`config.mk`:
```
export PLATFORM = sky130hd
export DESIGN_NAME = dram_refresh_seq
export DESIGN_NICKNAME = d
export VERILOG_FILES = /design/src/rtl/dram_ref_pkg.sv /design/src/rtl/dram_ref_tick.sv /design/src/rtl/dram_ref_credit.sv /design/src/rtl/dram_refresh_seq.sv
export SDC_FILE = /design/constraint.sdc
export NUM_CORES = 1
export LEC_CHECK = 0
export BUFFER_PORTS_ARGS = -buffer_cell sky130_fd_sc_hd__clkbuf_2
export CORE_AREA = 2 2 62 64
export CTS_CLUSTER_DIAMETER = 50
export DETAILED_ROUTE_END_ITERATION = 6
export DIE_AREA = 0 0 64 66
export GPL_TIMING_DRIVEN = 0
export PLACE_DENSITY = 0.73
export SLEW_MARGIN = 5
export SYNTH_ARGS = -nofsm -noshare
export SYNTH_HDL_FRONTEND = slang
export SYNTH_SLANG_ARGS = --single-unit
```
`constraint.sdc`:
```
create_clock -name clk -period 6.98 [get_ports clk]
set_input_delay 0.698 -clock clk [delete_from_list [all_inputs] [get_ports clk]]
set_output_delay 0.698 -clock clk [all_outputs]
set_load 0.05 [all_outputs]
```
`src/rtl/dram_ref_pkg.sv`:
```
package dram_ref_pkg;

    typedef enum logic [2:0] {
        ST_PAUSE,
        ST_IDLE,
        ST_REQ,
        ST_CASDN,
        ST_RASLO,
        ST_PRECH
    } ref_state_e;

    // ceiling conversion of a nanosecond delay into clock cycles
    function automatic int ns_to_cyc(input int ns, input int clk_ns);
        return (ns + clk_ns - 1) / clk_ns;
    endfunction

    function automatic int max_of(input int a, input int b);
        return (a > b) ? a : b;
    endfunction

    // whole refresh period in ns for the selected row count
    function automatic int period_ns(input int rows);
        return (rows == 1024) ? 8_000_000 : 32_000_000;
    endfunction

endpackage

```
`src/rtl/dram_ref_tick.sv`:
```
module dram_ref_tick #(
    parameter int INTERVAL_CYC = 976
) (
    input  logic clk,
    input  logic rst_n,
    input  logic en,
    output logic tick
);
    localparam int TW = $clog2(INTERVAL_CYC + 1);

    logic [TW-1:0] cnt_q;
    logic          at_end;

    assign at_end = (cnt_q == TW'(INTERVAL_CYC - 1));
    assign tick   = en && at_end;

    always_ff @(posedge clk) begin
        if (!rst_n) begin
            cnt_q <= '0;
        end else if (en) begin
            cnt_q <= at_end ? '0 : cnt_q + 1'b1;
        end
    end
endmodule

```
`src/rtl/dram_ref_credit.sv`:
```
module dram_ref_credit #(
    parameter int INIT_CYCLES = 8,
    parameter int BURST_MAX   = 4
) (
    input  logic clk,
    input  logic rst_n,
    input  logic load_init,
    input  logic add,
    input  logic take,
    output logic pend_nz
);
    import dram_ref_pkg::*;

    localparam int MAXV = max_of(INIT_CYCLES, BURST_MAX);
    localparam int CW   = $clog2(MAXV + 1);

    logic [CW-1:0] cnt_q;
    logic          add_ok;

    // a new credit is dropped only when the store is full and none leaves
    assign add_ok  = add && ((cnt_q < CW'(BURST_MAX)) || take);
    assign pend_nz = (cnt_q != '0);

    always_ff @(posedge clk) begin
        if (!rst_n) begin
            cnt_q <= '0;
        end else if (load_init) begin
            cnt_q <= CW'(INIT_CYCLES);
        end else begin
            cnt_q <= cnt_q + CW'(add_ok) - CW'(take);
        end
    end
endmodule

```
`src/rtl/dram_refresh_seq.sv`:
```
module dram_refresh_seq #(
    parameter int CLK_NS      = 8,
    parameter int ROWS        = 4096,
    parameter int PAUSE_NS    = 200_000,
    parameter int INIT_CYCLES = 8,
    parameter int BURST_MAX   = 4,
    parameter int CSR_NS      = 5,
    parameter int CHR_NS      = 10,
    parameter int RAS_NS      = 80,
    parameter int RP_NS       = 60
) (
    input  logic clk,
    input  logic rst_n,
    input  logic grant,
    output logic req,
    output logic busy,
    output logic init_done,
    output logic ras_n,
    output logic cas_lo_n,
    output logic cas_hi_n,
    output logic we_n,
    output logic oe_n
);
    import dram_ref_pkg::*;

    localparam int PAUSE_CYC    = ns_to_cyc(PAUSE_NS, CLK_NS);
    localparam int CSR_CYC      = max_of(ns_to_cyc(CSR_NS, CLK_NS), 1);
    localparam int RAS_CYC      = max_of(ns_to_cyc(RAS_NS, CLK_NS), ns_to_cyc(CHR_NS, CLK_NS));
    localparam int RP_CYC       = max_of(ns_to_cyc(RP_NS, CLK_NS), CSR_CYC);
    localparam int INTERVAL_CYC = (period_ns(ROWS) / ROWS) / CLK_NS;
    localparam int CNT_MAX      = max_of(max_of(PAUSE_CYC, RAS_CYC), max_of(RP_CYC, CSR_CYC));
    localparam int CNT_W        = $clog2(CNT_MAX + 1);

    ref_state_e       state_q, state_d;
    logic [CNT_W-1:0] cnt_q, cnt_d;
    logic             keep_q, keep_d;
    logic             done_q, done_d;
    logic             take, load_init, tick, pend_nz, cnt_zero;

    dram_ref_tick #(.INTERVAL_CYC(INTERVAL_CYC)) u_tick (
        .clk   (clk),
        .rst_n (rst_n),
        .en    (done_q),
        .tick  (tick)
    );

    dram_ref_credit #(.INIT_CYCLES(INIT_CYCLES), .BURST_MAX(BURST_MAX)) u_credit (
        .clk       (clk),
        .rst_n     (rst_n),
        .load_init (load_init),
        .add       (tick),
        .take      (take),
        .pend_nz   (pend_nz)
    );

    assign cnt_zero = (cnt_q == '0);

    // next state and timers
    always_comb begin
        state_d   = state_q;
        cnt_d     = cnt_zero ? cnt_q : cnt_q - 1'b1;
        keep_d    = keep_q;
        done_d    = done_q;
        take      = 1'b0;
        load_init = 1'b0;
        unique case (state_q)
            ST_PAUSE: if (cnt_zero) begin
                state_d   = ST_IDLE;
                load_init = 1'b1;
            end
            ST_IDLE: if (pend_nz) state_d = ST_REQ;
            ST_REQ: if (grant) begin
                state_d = ST_CASDN;
                cnt_d   = CNT_W'(CSR_CYC - 1);
            end
            ST_CASDN: if (cnt_zero) begin
                state_d = ST_RASLO;
                cnt_d   = CNT_W'(RAS_CYC - 1);
                take    = 1'b1;
            end
            ST_RASLO: if (cnt_zero) begin
                state_d = ST_PRECH;
                cnt_d   = CNT_W'(RP_CYC - 1);
                keep_d  = pend_nz && grant;
            end
            ST_PRECH: if (cnt_zero) begin
                if (keep_q && grant && pend_nz) begin
                    state_d = ST_RASLO;
                    cnt_d   = CNT_W'(RAS_CYC - 1);
                    take    = 1'b1;
                end else begin
                    state_d = ST_IDLE;
                    keep_d  = 1'b0;
                    if (!pend_nz) done_d = 1'b1;
                end
            end
            default: state_d = ST_PAUSE;
        endcase
    end

    // state register
    always_ff @(posedge clk) begin
        if (!rst_n) begin
            state_q <= ST_PAUSE;
            cnt_q   <= CNT_W'(PAUSE_CYC - 1);
            keep_q  <= 1'b0;
            done_q  <= 1'b0;
        end else begin
            state_q <= state_d;
            cnt_q   <= cnt_d;
            keep_q  <= keep_d;
            done_q  <= done_d;
        end
    end

    // outputs
    always_comb begin
        busy      = (state_q == ST_CASDN) || (state_q == ST_RASLO) || (state_q == ST_PRECH);
        req       = busy || (state_q == ST_REQ);
        ras_n     = (state_q != ST_RASLO);
        cas_lo_n  = !((state_q == ST_CASDN) || (state_q == ST_RASLO) ||
                      ((state_q == ST_PRECH) && keep_q));
        cas_hi_n  = cas_lo_n;
        init_done = done_q;
        we_n      = 1'b1;
        oe_n      = 1'b1;
    end
endmodule

```
==> results.yml, run 1 <==
sta:
  clock_skew_ns: 0.00985
  period_needed_ns: 3.45
  timing.slew.headroom_pct: 32.1
  drv_slew: 0
  hold_viol_final: 0
  final.setup.tns_ns: 0
  period_share_pct: 49.5
  rsz0062_at_grt: "no"
  setup-violations-final: 0
  tightestPinTransition_ns: 1.01
  max_clock_freq_ghz: 0.290
die:
  die_w_um: 64
  design.die.area_um2: 4220
  initial_core_util_pct: 53.9
  ios: 11
  core-area_um2: 3550
  rows: 22
  dieHeight_um: 66
clock_tree:
  cts_tree: "yes"
  cts.sinks: 34
  clock_latency_ns: 0.33
  clock-root-buffer: "clkbuf_4"
  numCtsBuffers: 5
  clkTransAtPathRegs_ns: 0.10
  cts_hold_buf: 0
  cts_resized: 0
  cts_setup_buffers: 0
  cts_buffer_depth: 2
  cts-htree-levels: 2
synth:
  synth_seq_cells: 34
  synth_cells: 237
  synth_warnings: 0
  synth_top_cell_by_area: "dfxtp_1"
  synthFlopType: "dfxtp_1"
  synth_area_um2: 1910
  syn_avg_cell_area_um2: 8.08
  yosys-top-cells-count: "34 x dfxtp_1, 26 x nor2_1, 22 x nand2_1"
  synth_edf_count: 0
  synth_top_area_share_pct: 35.6
  yosysMostFrequentCell: "dfxtp_1"
  ys_types: 48
  async_reset_ff_share_pct: 0
  yosysSeqAreaShare_pct: 35.6
  ys_top_cells_by_area: "dfxtp_1 36%, xnor2_1 5.5%, nor2_1 5.1%"
power_and_ir_drop:
  vdd_drop_max_mv: 0.119
  swShare_pct: 23.7
  power.density_nw_per_um2: 157
  power_frac_clock_pct: 35.2
  switchingPower_uw: 77.1
  p_seq_share_pct: 60.7
  p_comb_share_pct: 4.1
  p_leak_uw: 0.000755
  cellInternalPower_uw: 248
worst_setup_path:
  crit_chain: "inv_1 -> ha_1 -> or3b_2 -> or4_1 -> buf_2 -> buf_2 -> a21oi_2 -> ha_1 -> inv_1 -> ha_1 -> inv_1 -> fa_1 -> xor2_1 -> nor2_1"
  worstSetupPathType: "reg2reg"
  critical_path_required_ns: 7.21
  crit_path_end_kind: "flop"
  crit_arrival_ns: 3.68
  path_buf_inv: 5
  slowest_stage: "or4_1"
  cpPeakStageDelay_ns: 0.54
  crit_family: "simple AND/OR/NAND/NOR gates"
  path_max_fanout: 10
  start_kind: "flop"
grt:
  grt_pass1_vias: 1572
  grt_max_degree: 12
  grt.total_usage_pct: 20.5
  antenna_found_initial: 0
  overflow: 0
  grt_pass1_wl_um: 6850
placement:
  dp_hpwl_um: 2880
  portBuffers: 7
  dpl.cell_count: 293
  gp_congestion: 0.893
routing:
  wl_um: 3970
  drt-vias-per-instance: 5.59
  first_iter_violations: 57
  wl_per_cell_um: 13.2
  ant_nets: 0
  drt-pass1-iter-count: 4
  drc_errors: 0
  vias: 1682
cells_and_area:
  finalNonFillerCells: 301
  fill_cells: 358
  drive_above_1_share_pct: 11.9
  area_growth_pct: 8.50
  multi_input_area_um2: 1130
  nets: 263
  diodes: 0
  final-seq-area_um2: 681
hold_path:
  worst_hold_path_type: "reg2reg"
status:
  status: "finished clean"
flow_run:
  cap_violations: 0
[worst reg2reg max path: cells and delay by family, from the launching register on]
family	cells	cell delay, ns
AO/OA/AOI/OAI	1	0.20
XOR/XNOR	1	0.18
adder cells (fa/ha/maj)	4	0.97
buffers and inverters	5	0.55
flip-flops	1	0.37
AND/OR/NAND/NOR	3	1.07
[sequential cells by signal, indices dropped and copies added (netlist names)]
register	cells
u_tick.cnt_q	10
cnt_q	15
u_credit.cnt_q	4
keep_q	1
init_done	1
state_q	3
[worst paths after layout]
kind	from	slack [ns]	endpoint	depth (start not counted)
min	u_tick.cnt_q[9]$_SDFFE_PN0P_	0.49	u_tick.cnt_q[9]$_SDFFE_PN0P_	2
max	cnt_q[0]$_SDFF_PN1_	3.53	u_credit.cnt_q[2]$_SDFF_PP0_	14
max reg2reg	cnt_q[0]$_SDFF_PN1_	3.53	u_credit.cnt_q[2]$_SDFF_PP0_	14
min reg2reg	u_tick.cnt_q[9]$_SDFFE_PN0P_	0.49	u_tick.cnt_q[9]$_SDFFE_PN0P_	2
[layout make-up]
cell class              instances  share of cell area (%)
well taps                      48                    2.89
clock inverters                 2                   0.602
flip-flops and latches         34                    32.8
plain buffers                  13                    3.13
multi-input cells             180                    54.5
inverters                      11                    1.99
clock buffers                   6                    2.47
repair buffers                  7                    1.69
[metrics by stage]
step / setup WS [ns] / utilization (%) / power (uW) / instance area [um^2] / hold WS [ns]
final: 3.53 / 58.5 / 325 / 2080 / 0.493
after global routing: 3.36 / 58.5 / 340 / 2080 / 0.523
after CTS: 3.55 / 58.5 / 332 / 2080 / 0.496
after detailed placement: 3.59 / 56.7 / 215 / 2010 / 0.479
after global placement: 3.66 / 56.7 / 215 / 2010 / 0.470
after floorplan: 3.92 / - / 212 / 1920 / 0.458
[layout by cell type, fill, tap and decap left out, types with 4 or more instances in the layout]
| master | count |
|---|---|
| dfxtp_1 | 34 |
| nor2_1 | 26 |
| nand2_1 | 22 |
| o21ai_0 | 16 |
| xnor2_1 | 12 |
| inv_1 | 11 |
| a21oi_1 | 10 |
| nor3_1 | 10 |
| nor4_1 | 7 |
| ha_1 | 7 |
| clkbuf_2 | 7 |
| clkbuf_1 | 6 |
| and2_1 | 5 |
| xor2_1 | 5 |
| clkbuf_4 | 5 |
| or4_1 | 4 |
| buf_2 | 4 |
| nand3_1 | 4 |
| o31ai_1 | 4 |
[power by group through the flow]
stage	clock, uW	combinational, uW	sequential (uW)
5_1_grt	127	14.9	198
2_1_floorplan	0	10.4	201
3_5_place_dp	0	13.4	202
4_1_cts	121	13.3	197
6_report	115	13.4	198
3_3_place_gp	0	13.3	202
[metal layers]
metal / wire, um / part of all wire (%) / GRT usage, %
met3: 172 / 4.3 / 5.28
met1: 1910 / 48 / 25.9
met2: 1860 / 47 / 34.1
met5: 0 / 0 / 0
met4: 25 / 0.63 / 6.79
[cells by family (layout without fill, tap and decap cells)]
family                   count (synthesis)  after routing  share of synthesized area, %
AND/OR/NAND/NOR                         98             98                          26.0
AO/OA/AOI/OAI                           53             53                          18.2
flip-flops                              34             34                          35.6
buffers and inverters                   24             39                          5.56
XOR/XNOR                                17             17                          7.78
adder cells (fa/ha/maj)                  8              8                          5.62
multiplexers                             2              2                          1.05
other                                    1              2                         0.196
No activity file was read; power rests on OpenSTA's default activity.
==> run 2, diff against run 1 <==
- clock period: 6.98 -> 3.58 ns (I/O delays scaled with it)
==> run 2 against run 1 <==
Die area unchanged. Critical path type unchanged. Non-clock buffer count is the same. Critical path depth unchanged. Worst setup slack lost 3.4 ns. First-iteration DRC count is 7.0% lower. Highest routed layer unchanged. Register-to-register slack got worse by 3.4 ns. Cell count did not move.
==> results.yml, run 2 (synthesis results as in run 1) <==
cells_and_area:
  final-seq-area_um2: 682
  drive_above_1_share_pct: 13.0
  fill_cells: 354
  final_cell_mix: "33 x dfxtp_1, 26 x nor2_1, 22 x nand2_1, 16 x o21ai_0, 12 x xnor2_1"
  nets: 263
  largest_reg_flops: 15
  fin_util_pct: 59.0
  area_growth_pct: 9.41
  largestRegisters: "cnt_q (15), u_tick.cnt_q (10), u_credit.cnt_q (4)"
  multi_input_area_um2: 1150
  top_register: "cnt_q"
  diodes: 0
  final_common_cell: "dfxtp_1"
worst_setup_path:
  reg2reg_from: "cnt_q[1]$_SDFF_PN1_"
  crit_arrival_ns: 3.70
  crit_path_end_kind: "flop"
  crit_family: "simple AND/OR/NAND/NOR gates"
  path_max_fanout: 10
  worstSetupPathType: "reg2reg"
  cpPeakStageDelay_ns: 0.54
  critical_path_required_ns: 3.81
  crit_chain: "inv_1 -> ha_1 -> or3b_2 -> or4_1 -> buf_2 -> buf_2 -> a21oi_4 -> nor2_1 -> nor4_2 -> ha_2 -> inv_1 -> fa_1 -> xor2_1 -> nor2_1"
  ff2ff_path_depth: 14
  slowest_stage: "or4_1"
  timing.rr.end: "u_credit.cnt_q[2]$_SDFF_PP0_"
  path_buf_inv: 4
  start_kind: "flop"
  r2r_setup_slack_ns: 0.11
sta:
  tightestPinTransition_ns: 1.01
  period_needed_ns: 3.47
  drv_slew: 0
  max_clock_freq_ghz: 0.288
  hold_viol_final: 0
  final.setup.tns_ns: 0
  period_share_pct: 97.0
  clock_skew_ns: 0.0115
  setup-violations-final: 0
  timing.slew.headroom_pct: 32.2
  setup_ws_ns: 0.109
hold_path:
  hold-path-endpoint: "cnt_q[0]$_SDFF_PN1_"
  hold_start: "rst_n"
  whs_path_depth: 2
  worst_hold_path_type: "in2reg"
flow_run:
  cap_violations: 0
status:
  status: "finished clean"
clock_tree:
  cts_buffer_depth: 2
  cts_tree: "yes"
  numCtsBuffers: 5
  cts_hold_buf: 0
  clock-root-buffer: "clkbuf_4"
  cts.sinks: 34
  cts-htree-levels: 2
  clkTransAtPathRegs_ns: 0.10
  clock_latency_ns: 0.33
grt:
  grt_max_degree: 12
  overflow: 0
  grt_pass1_vias: 1572
  grt.total_usage_pct: 20.5
  antenna_found_initial: 0
  grt_pass1_wl_um: 6850
power_and_ir_drop:
  vdd_drop_max_mv: 0.226
  power.density_nw_per_um2: 303
  p_leak_uw: 0.000752
  p_total_uw: 634
die:
  initial_core_util_pct: 53.9
  die_w_um: 64
  rows: 22
  design.die.area_um2: 4220
  core-area_um2: 3550
  ios: 11
  dieHeight_um: 66
routing:
  ant_nets: 0
  drt-vias-per-instance: 5.61
  drt-pass1-iter-count: 4
  vias: 1688
  wl_per_cell_um: 13.3
  first_iter_violations: 53
  drc_errors: 0
  wl_um: 4010
placement:
  dpl_worst_slack_ns: 0.186
  dp_hpwl_um: 2880
  portBuffers: 7
  gp_congestion: 0.893
run 2: cell count changes in the layout (fill, tap and decap cells not counted):
cell	change
a21oi_2	-1
ha_2	+1
ha_1	-1
nor4_1	-1
dfxtp_1	-1
nor4_2	+1
dfxtp_2	+1
a21oi_4	+1
run 2: area by class of cell:
cell class	instances	area share (%)
multi-input combinational	180	54.8
sequential	34	32.6
buffer	13	3.11
tap	48	2.87
clock buffer	6	2.45
inverter	11	1.97
timing repair buffer	7	1.67
clock inverter	2	0.597
run 2: power by group:
part | internal [uW] | switching [uW]
Clock | 94.4 | 129
Combinational | 8.77 | 17.1
Sequential | 381 | 4.04
Total | 484 | 150
run 2: worst max-delay path by stage:
stage          slack, ns                 from  cells past startpoint                            to
6_report            0.11  cnt_q[1]$_SDFF_PN1_                     14  u_credit.cnt_q[2]$_SDFF_PP0_
3_5_place_dp        0.19  cnt_q[0]$_SDFF_PN1_                     14  u_credit.cnt_q[2]$_SDFF_PP0_
3_3_place_gp        0.26  cnt_q[0]$_SDFF_PN1_                     14  u_credit.cnt_q[2]$_SDFF_PP0_
5_1_grt             -0.1  cnt_q[1]$_SDFF_PN1_                     14  u_credit.cnt_q[2]$_SDFF_PP0_
2_1_floorplan       0.52  cnt_q[0]$_SDFF_PN1_                     14  u_credit.cnt_q[2]$_SDFF_PP0_
4_1_cts             0.15  cnt_q[0]$_SDFF_PN1_                     14  u_credit.cnt_q[2]$_SDFF_PP0_
run 2: timing repair:
action | in CTS | in global routing
buffers inserted | 0 | 0
endpoints found under the setup margin | 0 | 2
endpoints found under the hold margin | 0 | 0
resized for setup | 0 | 4
run 2: metrics by stage:
stage	hold WS (ns)	instances	cell area, um^2
2_1_floorplan	0.458	238	1920
3_3_place_gp	0.470	293	2010
3_5_place_dp	0.479	293	2010
4_1_cts	0.373	301	2080
5_1_grt	0.409	301	2090
6_report	0.397	301	2090
run 2: per-layer routing:
metal  routed length (um)  up-vias  part of all wire (%)  track usage, %
met3                  196        4                   4.9            5.28
met5                    0        -                     0               0
met4                   30        0                  0.75            6.79
li1                     -      863                     -               -
met1                 1900      781                    47            25.9
met2                 1890       40                    47            34.1
==> run 3, diff against run 2 <==
- PLACE_DENSITY: 0.73 -> 0.83
==> run 3 against run 2 <==
Global-route usage is 0.69 points higher. Fmax is 2.1% higher. Critical path depth stayed put. Largest cell class unchanged. Largest power group unchanged.
==> results.yml, run 3 (synthesis results as in run 1) <==
clock_tree:
  cts.sinks: 34
  cts_setup_buffers: 0
  cts-htree-levels: 2
  clock_latency_ns: 0.35
  cts_buffer_depth: 2
  clock-root-buffer: "clkbuf_4"
  clkTransAtPathRegs_ns: 0.10
  cts_tree: "yes"
  numCtsBuffers: 5
sta:
  max_clock_freq_ghz: 0.294
  drv_slew: 0
  clock_skew_ns: 0.00926
  period_share_pct: 94.9
  timing.slew.headroom_pct: 32.5
  tightestPinTransition_ns: 1.00
  setup-violations-final: 0
  whs_ns: 0.369
  period_needed_ns: 3.40
  hold_viol_final: 0
status:
  status: "finished clean"
placement:
  gp_congestion: 0.840
  portBuffers: 7
  dp_hpwl_um: 2760
  postPlaceCellArea_um2: 2010
cells_and_area:
  fin_util_pct: 59.0
  largest_reg_flops: 15
  final_cell_area_um2: 2090
  final_cell_mix: "34 x dfxtp_1, 26 x nor2_1, 22 x nand2_1, 16 x o21ai_0, 12 x xnor2_1"
  drive_above_1_share_pct: 11.5
  area_growth_pct: 9.41
  final_common_cell: "dfxtp_1"
  top_register: "cnt_q"
  nets: 263
  diodes: 0
  largestRegisters: "cnt_q (15), u_tick.cnt_q (10), u_credit.cnt_q (4)"
  fill_cells: 319
hold_path:
  hold_start: "rst_n"
  hold-path-endpoint: "cnt_q[14]$_SDFF_PN1_"
  worst_hold_path_type: "in2reg"
  whs_path_depth: 2
grt:
  grt_pass1_vias: 1641
  grt.total_usage_pct: 21.2
  overflow: 0
  antenna_found_initial: 0
  grt_max_degree: 11
  grt_pass1_wl_um: 7070
worst_setup_path:
  start_kind: "flop"
  ff2ff_path_depth: 14
  r2r_setup_slack_ns: 0.18
  crit_arrival_ns: 3.65
  slowest_stage: "or4_1"
  path_max_fanout: 10
  worstSetupPathType: "reg2reg"
  timing.rr.end: "u_credit.cnt_q[2]$_SDFF_PP0_"
  critical_path_required_ns: 3.83
  crit_family: "simple AND/OR/NAND/NOR gates"
  reg2reg_from: "cnt_q[0]$_SDFF_PN1_"
  crit_path_end_kind: "flop"
  cp.depth: 14
  path_buf_inv: 4
  crit_chain: "inv_1 -> ha_1 -> or3b_2 -> or4_1 -> buf_2 -> buf_2 -> a21oi_2 -> nor2_1 -> nor4_2 -> ha_1 -> inv_1 -> fa_1 -> xor2_1 -> nor2_1"
  cpPeakStageDelay_ns: 0.52
die:
  die_w_um: 64
  design.die.area_um2: 4220
  core-area_um2: 3550
  rows: 22
  initial_core_util_pct: 53.9
  dieHeight_um: 66
  ios: 11
power_and_ir_drop:
  power.density_nw_per_um2: 327
  vdd_drop_max_mv: 0.243
  p_leak_uw: 0.000761
routing:
  drt-vias-per-instance: 5.77
  wl_per_cell_um: 13.3
  drc_errors: 0
  first_iter_violations: 74
  drt-pass1-iter-count: 5
  wl_um: 4010
  vias: 1737
  ant_nets: 0
flow_run:
  cap_violations: 0
## run 3: cell type report
cell class	count	area (um^2)	area share [%]
Clock buffer	7	45.0	2.15
Clock inverter	1	30.0	1.43
Inverter	11	41.3	1.97
Sequential cell	34	681	32.5
Tap cell	48	60.1	2.87
Buffer	13	65.1	3.11
Timing Repair Buffer	7	35.0	1.67
Multi-Input combinational cell	180	1140	54.3
## run 3: per-stage QoR
stage	setup TNS, ns	cells	worst slack, ns	power, uW
final	0	301	0.181	685
after global routing	-0.00868	301	-0.00868	711
after CTS	0	301	0.188	692
after detailed placement	0	293	0.237	419
after global placement	0	293	0.267	419
after floorplan	0	238	0.516	413
## run 3: worst max path at each step
stage | start | to | slack [ns]
floorplan | cnt_q[0]$_SDFF_PN1_ | u_credit.cnt_q[2]$_SDFF_PP0_ | 0.52
global placement | cnt_q[0]$_SDFF_PN1_ | u_credit.cnt_q[2]$_SDFF_PP0_ | 0.27
detailed placement | cnt_q[0]$_SDFF_PN1_ | u_credit.cnt_q[2]$_SDFF_PP0_ | 0.24
CTS | cnt_q[0]$_SDFF_PN1_ | u_credit.cnt_q[2]$_SDFF_PP0_ | 0.19
global route | cnt_q[0]$_SDFF_PN1_ | u_credit.cnt_q[2]$_SDFF_PP0_ | -0.009
finish | cnt_q[0]$_SDFF_PN1_ | u_credit.cnt_q[2]$_SDFF_PP0_ | 0.18
## run 3: where the power goes
group | internal [uW] | switching (uW) | total, uW
Sequential | 381 | 4.40 | 385
Combinational | 8.86 | 17.2 | 26.1
Clock | 148 | 126 | 274
Total | 538 | 148 | 685
## run 3: what timing repair did
action	in CTS	in global routing
endpoints found under the hold margin	0	0
gates resized for setup	0	1
setup endpoints to repair	0	1
hold buffers	0	0
## run 3: metal layers
layer  vias to the layer above  wire length [um]  track usage (%)
met5                         -                 0                0
met4                         0                80             9.24
met3                         9               247             5.79
met2                        55              1830             34.1
met1                       805              1850             26.7
li1                        868                 -                -
